<file path="config.mk">
export PLATFORM = sky130hd
export DESIGN_NAME = rtc_bcd_window
export DESIGN_NICKNAME = d
export VERILOG_FILES = /design/src/rtl/rtc_pkg.sv /design/src/rtl/rtc_ctrl_reg.sv /design/src/rtl/rtc_time_counter.sv /design/src/rtl/rtc_hold_regs.sv /design/src/rtl/rtc_bcd_window.sv
export SDC_FILE = /design/constraint.sdc
export NUM_CORES = 1
export LEC_CHECK = 0
export CAP_MARGIN = 20
export CORE_ASPECT_RATIO = 0.5
export CORE_MARGIN = 5
export CORE_UTILIZATION = 65
export DETAILED_ROUTE_END_ITERATION = 8
export DONT_BUFFER_PORTS = 1
export GPL_TIMING_DRIVEN = 0
export PLACE_DENSITY = 0.81
export SYNTH_ARGS = -nofsm -noshare
export SYNTH_HDL_FRONTEND = slang
export SYNTH_HIERARCHICAL = 1
export SYNTH_SLANG_ARGS = --single-unit
</file>
<file path="constraint.sdc">
create_clock -name clk -period 4.8 [get_ports clk]
set_input_delay 0.48 -clock clk [delete_from_list [all_inputs] [get_ports clk]]
set_output_delay 0.48 -clock clk [all_outputs]
set_load 0.05 [all_outputs]
</file>
<file path="src/rtl/rtc_pkg.sv">
package rtc_pkg;

   // register offsets inside the eight-byte window
   localparam logic [2:0] OFF_CTRL = 3'd0;
   localparam logic [2:0] OFF_SEC  = 3'd1;
   localparam logic [2:0] OFF_MIN  = 3'd2;
   localparam logic [2:0] OFF_HR   = 3'd3;
   localparam logic [2:0] OFF_DAY  = 3'd4;
   localparam logic [2:0] OFF_DATE = 3'd5;
   localparam logic [2:0] OFF_MON  = 3'd6;
   localparam logic [2:0] OFF_YR   = 3'd7;

   typedef struct packed {
      logic [6:0] sec;
      logic [6:0] min;
      logic [5:0] hr;
      logic [2:0] dow;
      logic       cb;
      logic [5:0] date;
      logic [4:0] mon;
      logic [7:0] yr;
   } rtc_time_t;

   localparam rtc_time_t RTC_TIME_RST = '{sec: 7'h00, min: 7'h00, hr: 6'h00,
                                          dow: 3'd1, cb: 1'b0, date: 6'h01,
                                          mon: 5'h01, yr: 8'h00};

   function automatic logic [6:0] bcd2bin(input logic [7:0] v);
      return 7'(v[7:4]) * 7'd10 + 7'(v[3:0]);
   endfunction

   function automatic logic [7:0] bcd_inc(input logic [7:0] v);
      if (v[3:0] >= 4'd9) return {v[7:4] + 4'd1, 4'd0};
      else                return {v[7:4], v[3:0] + 4'd1};
   endfunction

   function automatic logic [6:0] month_days(input logic [6:0] mon_bin, input logic leap);
      case (mon_bin)
         7'd2:                         return leap ? 7'd29 : 7'd28;
         7'd4, 7'd6, 7'd9, 7'd11:      return 7'd30;
         default:                      return 7'd31;
      endcase
   endfunction

endpackage

</file>
<file path="src/rtl/rtc_ctrl_reg.sv">
module rtc_ctrl_reg (
   input  logic clk,
   input  logic rst_n,
   input  logic wr_i,
   input  logic setmode_d_i,
   input  logic freeze_d_i,
   output logic setmode_o,
   output logic freeze_o,
   output logic frozen_o,
   output logic commit_o
);
   logic setmode_q, freeze_q;

   always_ff @(posedge clk or negedge rst_n) begin
      if (!rst_n) begin
         setmode_q <= 1'b0;
         freeze_q  <= 1'b0;
      end else if (wr_i) begin
         setmode_q <= setmode_d_i;
         freeze_q  <= freeze_d_i;
      end
   end

   // falling edge of the set bit caused by a bus write
   assign commit_o  = wr_i & setmode_q & ~setmode_d_i;
   assign setmode_o = setmode_q;
   assign freeze_o  = freeze_q;
   assign frozen_o  = setmode_q | freeze_q;

   // commit only ever follows a cycle in set mode
   p_commit_from_set_r3: assert property (@(posedge clk) disable iff (!rst_n)
      commit_o |=> !setmode_q);

endmodule

</file>
<file path="src/rtl/rtc_time_counter.sv">
module rtc_time_counter
   import rtc_pkg::*;
#(
   parameter bit LEAP_EN = 1'b1
)(
   input  logic      clk,
   input  logic      rst_n,
   input  logic      tick_i,
   input  logic      load_i,
   input  rtc_time_t load_val_i,
   input  logic      stop_wr_i,
   input  logic      stop_d_i,
   input  logic      cent_wr_i,
   input  logic      cent_d_i,
   output rtc_time_t cnt_o,
   output logic      stop_o,
   output logic      cent_en_o,
   output logic      adv_o
);
   rtc_time_t cnt_q, nxt;
   logic      stop_q, cent_en_q, adv_q;
   logic      leap;
   logic [6:0] sec_b, min_b, hr_b, date_b, mon_b, yr_b, last_b;
   logic [7:0] inc_sec, inc_min, inc_hr, inc_date, inc_mon, inc_yr;
   logic       advance;

   assign sec_b  = bcd2bin({1'b0, cnt_q.sec});
   assign min_b  = bcd2bin({1'b0, cnt_q.min});
   assign hr_b   = bcd2bin({2'b0, cnt_q.hr});
   assign date_b = bcd2bin({2'b0, cnt_q.date});
   assign mon_b  = bcd2bin({3'b0, cnt_q.mon});
   assign yr_b   = bcd2bin(cnt_q.yr);

   assign inc_sec  = bcd_inc({1'b0, cnt_q.sec});
   assign inc_min  = bcd_inc({1'b0, cnt_q.min});
   assign inc_hr   = bcd_inc({2'b0, cnt_q.hr});
   assign inc_date = bcd_inc({2'b0, cnt_q.date});
   assign inc_mon  = bcd_inc({3'b0, cnt_q.mon});
   assign inc_yr   = bcd_inc(cnt_q.yr);

   generate
      if (LEAP_EN) begin : g_leap4
         assign leap = (yr_b[1:0] == 2'b00);
      end else begin : g_noleap
         assign leap = 1'b0;
      end
   endgenerate

   assign last_b = month_days(mon_b, leap);

   always_comb begin
      nxt = cnt_q;
      if (sec_b >= 7'd59) begin
         nxt.sec = 7'h00;
         if (min_b >= 7'd59) begin
            nxt.min = 7'h00;
            if (hr_b >= 7'd23) begin
               nxt.hr  = 6'h00;
               nxt.dow = (cnt_q.dow >= 3'd7 || cnt_q.dow == 3'd0) ? 3'd1 : cnt_q.dow + 3'd1;
               if (date_b >= last_b) begin
                  nxt.date = 6'h01;
                  if (mon_b >= 7'd12) begin
                     nxt.mon = 5'h01;
                     if (yr_b >= 7'd99) begin
                        nxt.yr = 8'h00;
                        if (cent_en_q) nxt.cb = ~cnt_q.cb;
                     end else begin
                        nxt.yr = inc_yr;
                     end
                  end else begin
                     nxt.mon = inc_mon[4:0];
                  end
               end else begin
                  nxt.date = inc_date[5:0];
               end
            end else begin
               nxt.hr = inc_hr[5:0];
            end
         end else begin
            nxt.min = inc_min[6:0];
         end
      end else begin
         nxt.sec = inc_sec[6:0];
      end
   end

   // a commit load takes priority over a tick in the same cycle
   assign advance = tick_i & ~stop_q & ~load_i;

   always_ff @(posedge clk or negedge rst_n) begin
      if (!rst_n) begin
         cnt_q     <= RTC_TIME_RST;
         stop_q    <= 1'b1;
         cent_en_q <= 1'b0;
         adv_q     <= 1'b0;
      end else begin
         if (load_i)       cnt_q <= load_val_i;
         else if (advance) cnt_q <= nxt;
         if (stop_wr_i) stop_q    <= stop_d_i;
         if (cent_wr_i) cent_en_q <= cent_d_i;
         adv_q <= advance;
      end
   end

   assign cnt_o     = cnt_q;
   assign stop_o    = stop_q;
   assign cent_en_o = cent_en_q;
   assign adv_o     = adv_q;

   // stopped counters do not move unless loaded
   p_stop_halts_r5: assert property (@(posedge clk) disable iff (!rst_n)
      (stop_q && !load_i) |=> $stable(cnt_q));
   // a commit puts the loaded value in the counters, tick or not
   p_load_wins_r3: assert property (@(posedge clk) disable iff (!rst_n)
      load_i |=> (cnt_q == $past(load_val_i)));
   // century flag is fixed while century enable is clear
   p_cent_fixed_r7: assert property (@(posedge clk) disable iff (!rst_n)
      (!cent_en_q && !load_i) |=> $stable(cnt_q.cb));
   // no advance pulse without a tick one cycle earlier
   p_adv_needs_tick_r1: assert property (@(posedge clk) disable iff (!rst_n)
      !tick_i |=> !adv_q);

endmodule

</file>
<file path="src/rtl/rtc_hold_regs.sv">
module rtc_hold_regs
   import rtc_pkg::*;
(
   input  logic       clk,
   input  logic       rst_n,
   input  logic       frozen_i,
   input  logic       refresh_i,
   input  rtc_time_t  cnt_i,
   input  logic       wr_i,
   input  logic [2:0] off_i,
   input  logic [7:0] wdata_i,
   output rtc_time_t  hold_o
);
   rtc_time_t hold_q;
   logic      do_refresh, field_wr;

   assign do_refresh = refresh_i & ~frozen_i;
   assign field_wr   = wr_i & (off_i != OFF_CTRL);

   always_ff @(posedge clk or negedge rst_n) begin
      if (!rst_n) begin
         hold_q <= RTC_TIME_RST;
      end else if (do_refresh) begin
         hold_q <= cnt_i;
      end else if (field_wr) begin
         case (off_i)
            OFF_SEC:  hold_q.sec  <= wdata_i[6:0];
            OFF_MIN:  hold_q.min  <= wdata_i[6:0];
            OFF_HR:   hold_q.hr   <= wdata_i[5:0];
            OFF_DAY: begin
               hold_q.dow <= wdata_i[2:0];
               hold_q.cb  <= wdata_i[4];
            end
            OFF_DATE: hold_q.date <= wdata_i[5:0];
            OFF_MON:  hold_q.mon  <= wdata_i[4:0];
            OFF_YR:   hold_q.yr   <= wdata_i;
            default:  hold_q      <= hold_q;
         endcase
      end
   end

   assign hold_o = hold_q;

   // frozen holding registers change only by bus writes
   p_freeze_hold_r2: assert property (@(posedge clk) disable iff (!rst_n)
      (frozen_i && !field_wr) |=> $stable(hold_q));
   // a refresh copies every field together
   p_refresh_whole_r4: assert property (@(posedge clk) disable iff (!rst_n)
      (refresh_i && !frozen_i) |=> (hold_q == $past(cnt_i)));

endmodule

</file>
<file path="src/rtl/rtc_bcd_window.sv">
module rtc_bcd_window
   import rtc_pkg::*;
#(
   parameter int ADDR_W    = 13,
   parameter int DATA_W    = 8,
   parameter bit LEAP_EN   = 1'b1,
   parameter bit RDATA_REG = 1'b0
)(
   input  logic              clk,
   input  logic              rst_n,
   input  logic              bus_sel,
   input  logic              bus_we,
   input  logic [ADDR_W-1:0] bus_addr,
   input  logic [DATA_W-1:0] bus_wdata,
   output logic [DATA_W-1:0] bus_rdata,
   input  logic [DATA_W-1:0] ram_rdata,
   output logic              ram_sel,
   input  logic              tick_1hz,
   output logic              osc_stop
);
   localparam int TAG_W = ADDR_W - 3;

   generate
      if (DATA_W != 8) begin : g_bad_data_w
         $error("rtc_bcd_window: DATA_W must be 8");
      end
      if (ADDR_W < 4) begin : g_bad_addr_w
         $error("rtc_bcd_window: ADDR_W must be at least 4");
      end
   endgenerate

   logic        win_hit, wr_win, ctrl_wr;
   logic [2:0]  off;
   logic        setmode, freeze, frozen, commit;
   logic        stop, cent_en, adv;
   rtc_time_t   cnt, hold;
   logic [7:0]  win_rdata;
   logic [DATA_W-1:0] rdata_c;

   assign win_hit = (bus_addr[ADDR_W-1:3] == {TAG_W{1'b1}});
   assign off     = bus_addr[2:0];
   assign wr_win  = bus_sel & bus_we & win_hit;
   assign ctrl_wr = wr_win & (off == OFF_CTRL);
   assign ram_sel = bus_sel & ~win_hit;

   rtc_ctrl_reg u_ctrl (
      .clk         (clk),
      .rst_n       (rst_n),
      .wr_i        (ctrl_wr),
      .setmode_d_i (bus_wdata[7]),
      .freeze_d_i  (bus_wdata[6]),
      .setmode_o   (setmode),
      .freeze_o    (freeze),
      .frozen_o    (frozen),
      .commit_o    (commit)
   );

   rtc_time_counter #(.LEAP_EN(LEAP_EN)) u_cnt (
      .clk        (clk),
      .rst_n      (rst_n),
      .tick_i     (tick_1hz),
      .load_i     (commit),
      .load_val_i (hold),
      .stop_wr_i  (wr_win & (off == OFF_SEC)),
      .stop_d_i   (bus_wdata[7]),
      .cent_wr_i  (wr_win & (off == OFF_DAY)),
      .cent_d_i   (bus_wdata[5]),
      .cnt_o      (cnt),
      .stop_o     (stop),
      .cent_en_o  (cent_en),
      .adv_o      (adv)
   );

   rtc_hold_regs u_hold (
      .clk       (clk),
      .rst_n     (rst_n),
      .frozen_i  (frozen),
      .refresh_i (adv),
      .cnt_i     (cnt),
      .wr_i      (wr_win),
      .off_i     (off),
      .wdata_i   (bus_wdata),
      .hold_o    (hold)
   );

   always_comb begin
      case (off)
         OFF_CTRL: win_rdata = {setmode, freeze, 6'b0};
         OFF_SEC:  win_rdata = {stop, hold.sec};
         OFF_MIN:  win_rdata = {1'b0, hold.min};
         OFF_HR:   win_rdata = {2'b0, hold.hr};
         OFF_DAY:  win_rdata = {2'b0, cent_en, hold.cb, 1'b0, hold.dow};
         OFF_DATE: win_rdata = {2'b0, hold.date};
         OFF_MON:  win_rdata = {3'b0, hold.mon};
         default:  win_rdata = hold.yr;
      endcase
   end

   assign rdata_c  = win_hit ? win_rdata : ram_rdata;
   assign osc_stop = stop;

   generate
      if (RDATA_REG) begin : g_rdata_reg
         logic [DATA_W-1:0] rdata_q;
         always_ff @(posedge clk or negedge rst_n) begin
            if (!rst_n) rdata_q <= '0;
            else        rdata_q <= rdata_c;
         end
         assign bus_rdata = rdata_q;
      end else begin : g_rdata_comb
         assign bus_rdata = rdata_c;
         // below the window the RAM data passes straight through
         p_ram_pass_r9: assert property (@(posedge clk) disable iff (!rst_n)
            !win_hit |-> (bus_rdata == ram_rdata));
      end
   endgenerate

   // RAM and clock are never selected together
   p_ram_excl_r9: assert property (@(posedge clk) disable iff (!rst_n)
      (bus_sel && win_hit) |-> !ram_sel);

endmodule

</file>
* Yosys cells after proc, flatten, opt, wreduce, memory -nomap -nowiden *
Cells that the tools add are included.

storage, ports and cells
  output and inout bits = 10
  flip-flop bits (word level) = 91

operators by class
  eq/ne operators = 13
  reductions and logical operators = 47
  add/subtract/negate cells = 19
  $mul = 6
  bitwise gates (word level) = 19
  $lt $le $gt $ge = 13
  muxes and demuxes = 37

operators with widths
  cell                 number
  $mux 43              4
  $pmux 8 s7           1
  $mux 7               6
  $mux 8               5
  $mux 36              1
  $mux 6               6
  $reduce_bool 2->1    16
  $mux 29              1
  $add 4x1->4 const B  7
  $ge 4x4->1 const B   6
  $mux 23              1
  $add 7x4->7          3
  $reduce_bool 3->1    7
  $reduce_and 2->1     9
  $mux 5               3
  $add 6x4->7          2
  $eq 7x3->1 const B   2
  $eq 7x4->1 const B   2
  $ge 7x6->1 const B   2
  $pmux 7 s2           1
  $mux 13              1
  $and 1x1->1          12
  $eq 3x3->1 const B   4
  $mul 3x3->6 const B  2
  31 further kinds     50

* Depth between registers and ports, before layout *
  depth in word-level cells = 12
  mapped depth = 14

* Modules after synthesis *
The synthesis kept the hierarchy.

by module, submodules not included
  module            times used  cells each  sequential area each (um2)  area each (um2)
  rtc_time_counter  1           443         1156.1                      3933.8
  rtc_hold_regs     1           202         1079.8                      2069.5
  rtc_bcd_window    1           92          0.0                         604.3
  rtc_ctrl_reg      1           6           50.0                        88.8

* Worst setup path after synthesis *
OpenSTA, ideal clock, no wires.

  path kind = reg-to-reg
  start point = register u_cnt.cnt_q (netlist bit u_cnt/cnt_o[9])
  end point = register u_cnt.cnt_q (netlist bit u_cnt/cnt_o[3])
  path slack = 1.839 ns
  required time = 4.674 ns
  cell stages (with the launch flop) = 14
  data arrival time = 2.835 ns
  setup time = 0.126 ns
  clock period less this slack = 2.961 ns
  buffers on the path = 0
  cells stage by stage = dfrtp_1 ha_1 ha_1 xor2_1 a211oi_1 o21ai_0 ha_1 nand2b_1 a21oi_1 o41ai_4 and3b_1 nand2_2 a221oi_1 o21ai_1

between the ends
  word-level cells in the longest chain between the ends = 7

RTL lines
  element                                   line                    text
  start, declared                           rtc_time_counter.sv:20  rtc_time_t cnt_q, nxt;
  start signal, assigned                    rtc_time_counter.sv:97  if (load_i) cnt_q <= load_val_i;
  start signal, assigned                    rtc_time_counter.sv:98  else if (advance) cnt_q <= nxt;
  $add 5x4->6 *                             rtc_pkg.sv:29           return 7'(v[7:4]) * 7'd10 + 7'(v[3:0]);
  $eq 7x3->1 or $eq 7x4->1 (tied branches)  rtc_pkg.sv:38           case (mon_bin)
  $reduce_or 4->1                           rtc_pkg.sv:38
  $pmux 7 s2                                rtc_pkg.sv:38
  $ge 7x7->1                                rtc_time_counter.sv:60  if (date_b >= last_b) begin
  $reduce_bool 2->1 (no line)               --
  $reduce_and 6->1 (no line) *              --

Every way passes the cells marked *; elsewhere a longest branch is shown, timed or not.
A chain may end at the register's enable or synchronous reset.

* Worst setup path in the final report *
  start point = register u_cnt.cnt_q (netlist bit u_cnt/cnt_o[9])
  end point = register u_cnt.cnt_q (netlist bit u_cnt/cnt_o[0])

The elaborated chain is that of the path after synthesis.

==> metrics.txt <==
outcome=complete, no violations; Largest delay share family, worst path=compound AO/OA/AOI/OAI gates; Die Height=81.77 um; crit-path max FO=9; global-route wire length before repair=30,160 um; final std cells w/o fill=900; Die X=153.5 um; Detail Route Antenna Nets=0; pin count of the biggest net entering global routing=92; CP Cell Sequence=ha_1, ha_1, xor2_1, and3_1, o21ai_0, ha_1, nand2b_1, a21oi_1, o41ai_4, and3b_1, nand2_2, a211oi_1, a21oi_1; ANT cells=0; 1st-pass router iterations=6; fin. max-slew vios=0; Peak VDD IR=0.0003907 V; clock slew at reported path FFs=0.06 ns; total die area=12,560 um^2; clock share of power=32.6%; P per Cell Area=272.8 nW/um^2; remaining global-route overflow=0; Post-synth EDFFs=0; commonest non-fill, non-tap cells in the layout=98 x nand2_1, 84 x dfrtp_1, 56 x o21ai_0; port buffer count=0; clk sinks=91; fin util=70.83%; Clock Latency Late Sink=0.35 ns; Sw Share=31.53%; post-cts sizing count=0; Required @ worst endpoint=5.02 ns; commonest register cell after synthesis=dfrtp_1; Cells after Synth=743; # IOs=44; Slowest-stage cell, CP=o41ai_4; CTS tree=done; Detailed Place HPWL=13,670 um; Cell Area, Synth=6696 um^2; Nets=848; Synth-to-Final Area Change=7.007%; pre-CTS WS=1.361 ns; total chip power=1.955 mW; final setup violation count=0; leakage=3.241 nW; Avg Vias per Cell=6.761; final WL=18,340 um; Inserted Clock Buffers=9; Psw=0.6162 mW; clk root buf=clkbuf_16; placement-stage cell area=6882 um^2; Crit Path Class=reg -> reg; Setup crit end kind=flip-flop; layout cells sized above 1=10.79%; Seq cells post-synth=91; Seq pwr share=46.8%; worst setup margin=1.367 ns; clock skew=0.008555 ns; post-synth top area share=31.39%; vias in the first global route=5,789; Tightest Pin Transition=0.9842 ns; Initial Utilization=66.19%; Max Cap Viol=0; fraction of registers with async set or reset after synthesis=100.0%; unrepaired setup endpoints after global routing=false; initial antenna violation count=0; Final Cell Area=7166 um^2; Crit path buffers/inverters=0; CP peak stage delay=0.60 ns; GPL Wtd Cong=0.9375; syn nets=836; commonest non-fill, non-tap cell in the layout=nand2_1; most frequent CP cell=ha_1; Final Hold Vio Count=0; Synth cell types=89; combinational share of power=20.7%; Hold Slack=0.04225 ns; YS warnings=6; Worst slew margin=33.99%; number of remaining DRC errors=0; core area=10,120 um^2; startpoint types=flip-flop; Initial DRC Count=681; FILL cells=802; crit path DAT=3.65 ns; fmax=291.2 MHz; CTS max path bufs=2; row count=26; syn_area_per_cell=9.013 um^2; Area contributors post-synth=dfrtp_1 31%, ha_1 9.9%, nand2_1 5.5%; Tcrit/Tclk final=71.53%; Int Pwr=1.338 mW; GRT Overall Usage=30.21%; setup bufs post-CTS=0; Placed Instances=883; Setup TNS=0 ns; CTS H-tree depth=3; Final min period=3.433 ns; cts hold-fix bufs=1; DR vias=6,085; HP Class=in -> async; sequential-to-total area share from yosys stat=34.14%; post-synth top area cell=dfrtp_1; Wirelength per Cell=20.38 um
-- layout make-up --
type	count	area, um^2	share of cell area [%]
Buffer	35	201.4	2.811
Clock buffer	12	236.5	3.300
Multi-Input combinational cell	588	4110	57.36
Timing Repair Buffer	1	27.53	0.3841
Inverter	29	108.9	1.519
Tap cell	140	175.2	2.445
Sequential cell	91	2286	31.90
Clock inverter	4	20.02	0.2794
-- worst reg2reg max path: stages, from the launching register on --
cell	delay (ns)
dfrtp_1	0.45
ha_1	0.25
ha_1	0.19
xor2_1	0.26
and3_1	0.21
o21ai_0	0.08
ha_1	0.28
nand2b_1	0.09
a21oi_1	0.09
o41ai_4	0.60
and3b_1	0.30
nand2_2	0.16
a211oi_1	0.28
a21oi_1	0.08
-- state kept, by name, indices dropped and copies added (netlist names) --
register and flops:
u_cnt/cnt_o 43, u_hold/hold_o 43, u_ctrl/freeze_o 1, u_cnt/adv_o 1
u_ctrl/setmode_o 1, u_cnt/stop_o 1, u_cnt/cent_en_o 1
-- worst paths after layout --
kind	from	end	slack [ns]	cells after the start
max in group asynchronous	rst_n	u_cnt/cnt_o[8]	4.37	1
max	u_cnt/cnt_o[9]	u_cnt/cnt_o[0]	1.37	13
min in group clk	bus_wdata[7]	u_ctrl/setmode_o	0.28	1
min	rst_n	u_hold/hold_o[24]	0.04	1
min reg2reg	u_cnt/cnt_o[20]	u_hold/hold_o[20]	0.52	2
max reg2reg	u_cnt/cnt_o[9]	u_cnt/cnt_o[0]	1.37	13
-- kinds of logic (layout without fill, tap and decap cells) --
group,after synthesis,after routing,synth area share [%]
simple gates,253,253,18.80
fa+ha+maj,59,59,11.70
flops,91,91,34.14
xor+xnor,7,7,1.028
compound gates,226,226,23.02
mux,43,43,6.689
buf+inv,64,81,4.634
-- routing by layer --
metal | wire length, um | global-route usage [%] | share of wire [%]
met2 | 8301 | 48.38 | 45
met1 | 7865 | 41.18 | 43
met5 | 0 | 0 | 0
met4 | 422 | 10.66 | 2.3
met3 | 1754 | 6.737 | 9.6
-- power by group through the flow --
stage / Sequential, mW / Clock, mW / Combinational [mW]
final: 0.914 / 0.636 / 0.404
after global routing: 0.925 / 0.664 / 0.460
after CTS: 0.912 / 0.634 / 0.399
after detailed placement: 0.925 / 0 / 0.379
after global placement: 0.922 / 0 / 0.357
after floorplan: 0.894 / 0 / 0.308
-- synth_stat cells, types with 11 or more instances --
cell / count
a21oi_1: 40
buf_2: 11
clkbuf_1: 14
dfrtp_1: 84
ha_1: 53
inv_1: 29
mux2i_1: 32
nand2_1: 98
nand3_1: 31
nor2_1: 46
nor3_1: 12
o21ai_0: 57
o21ai_1: 17
(Power assumes the default switching activity.)
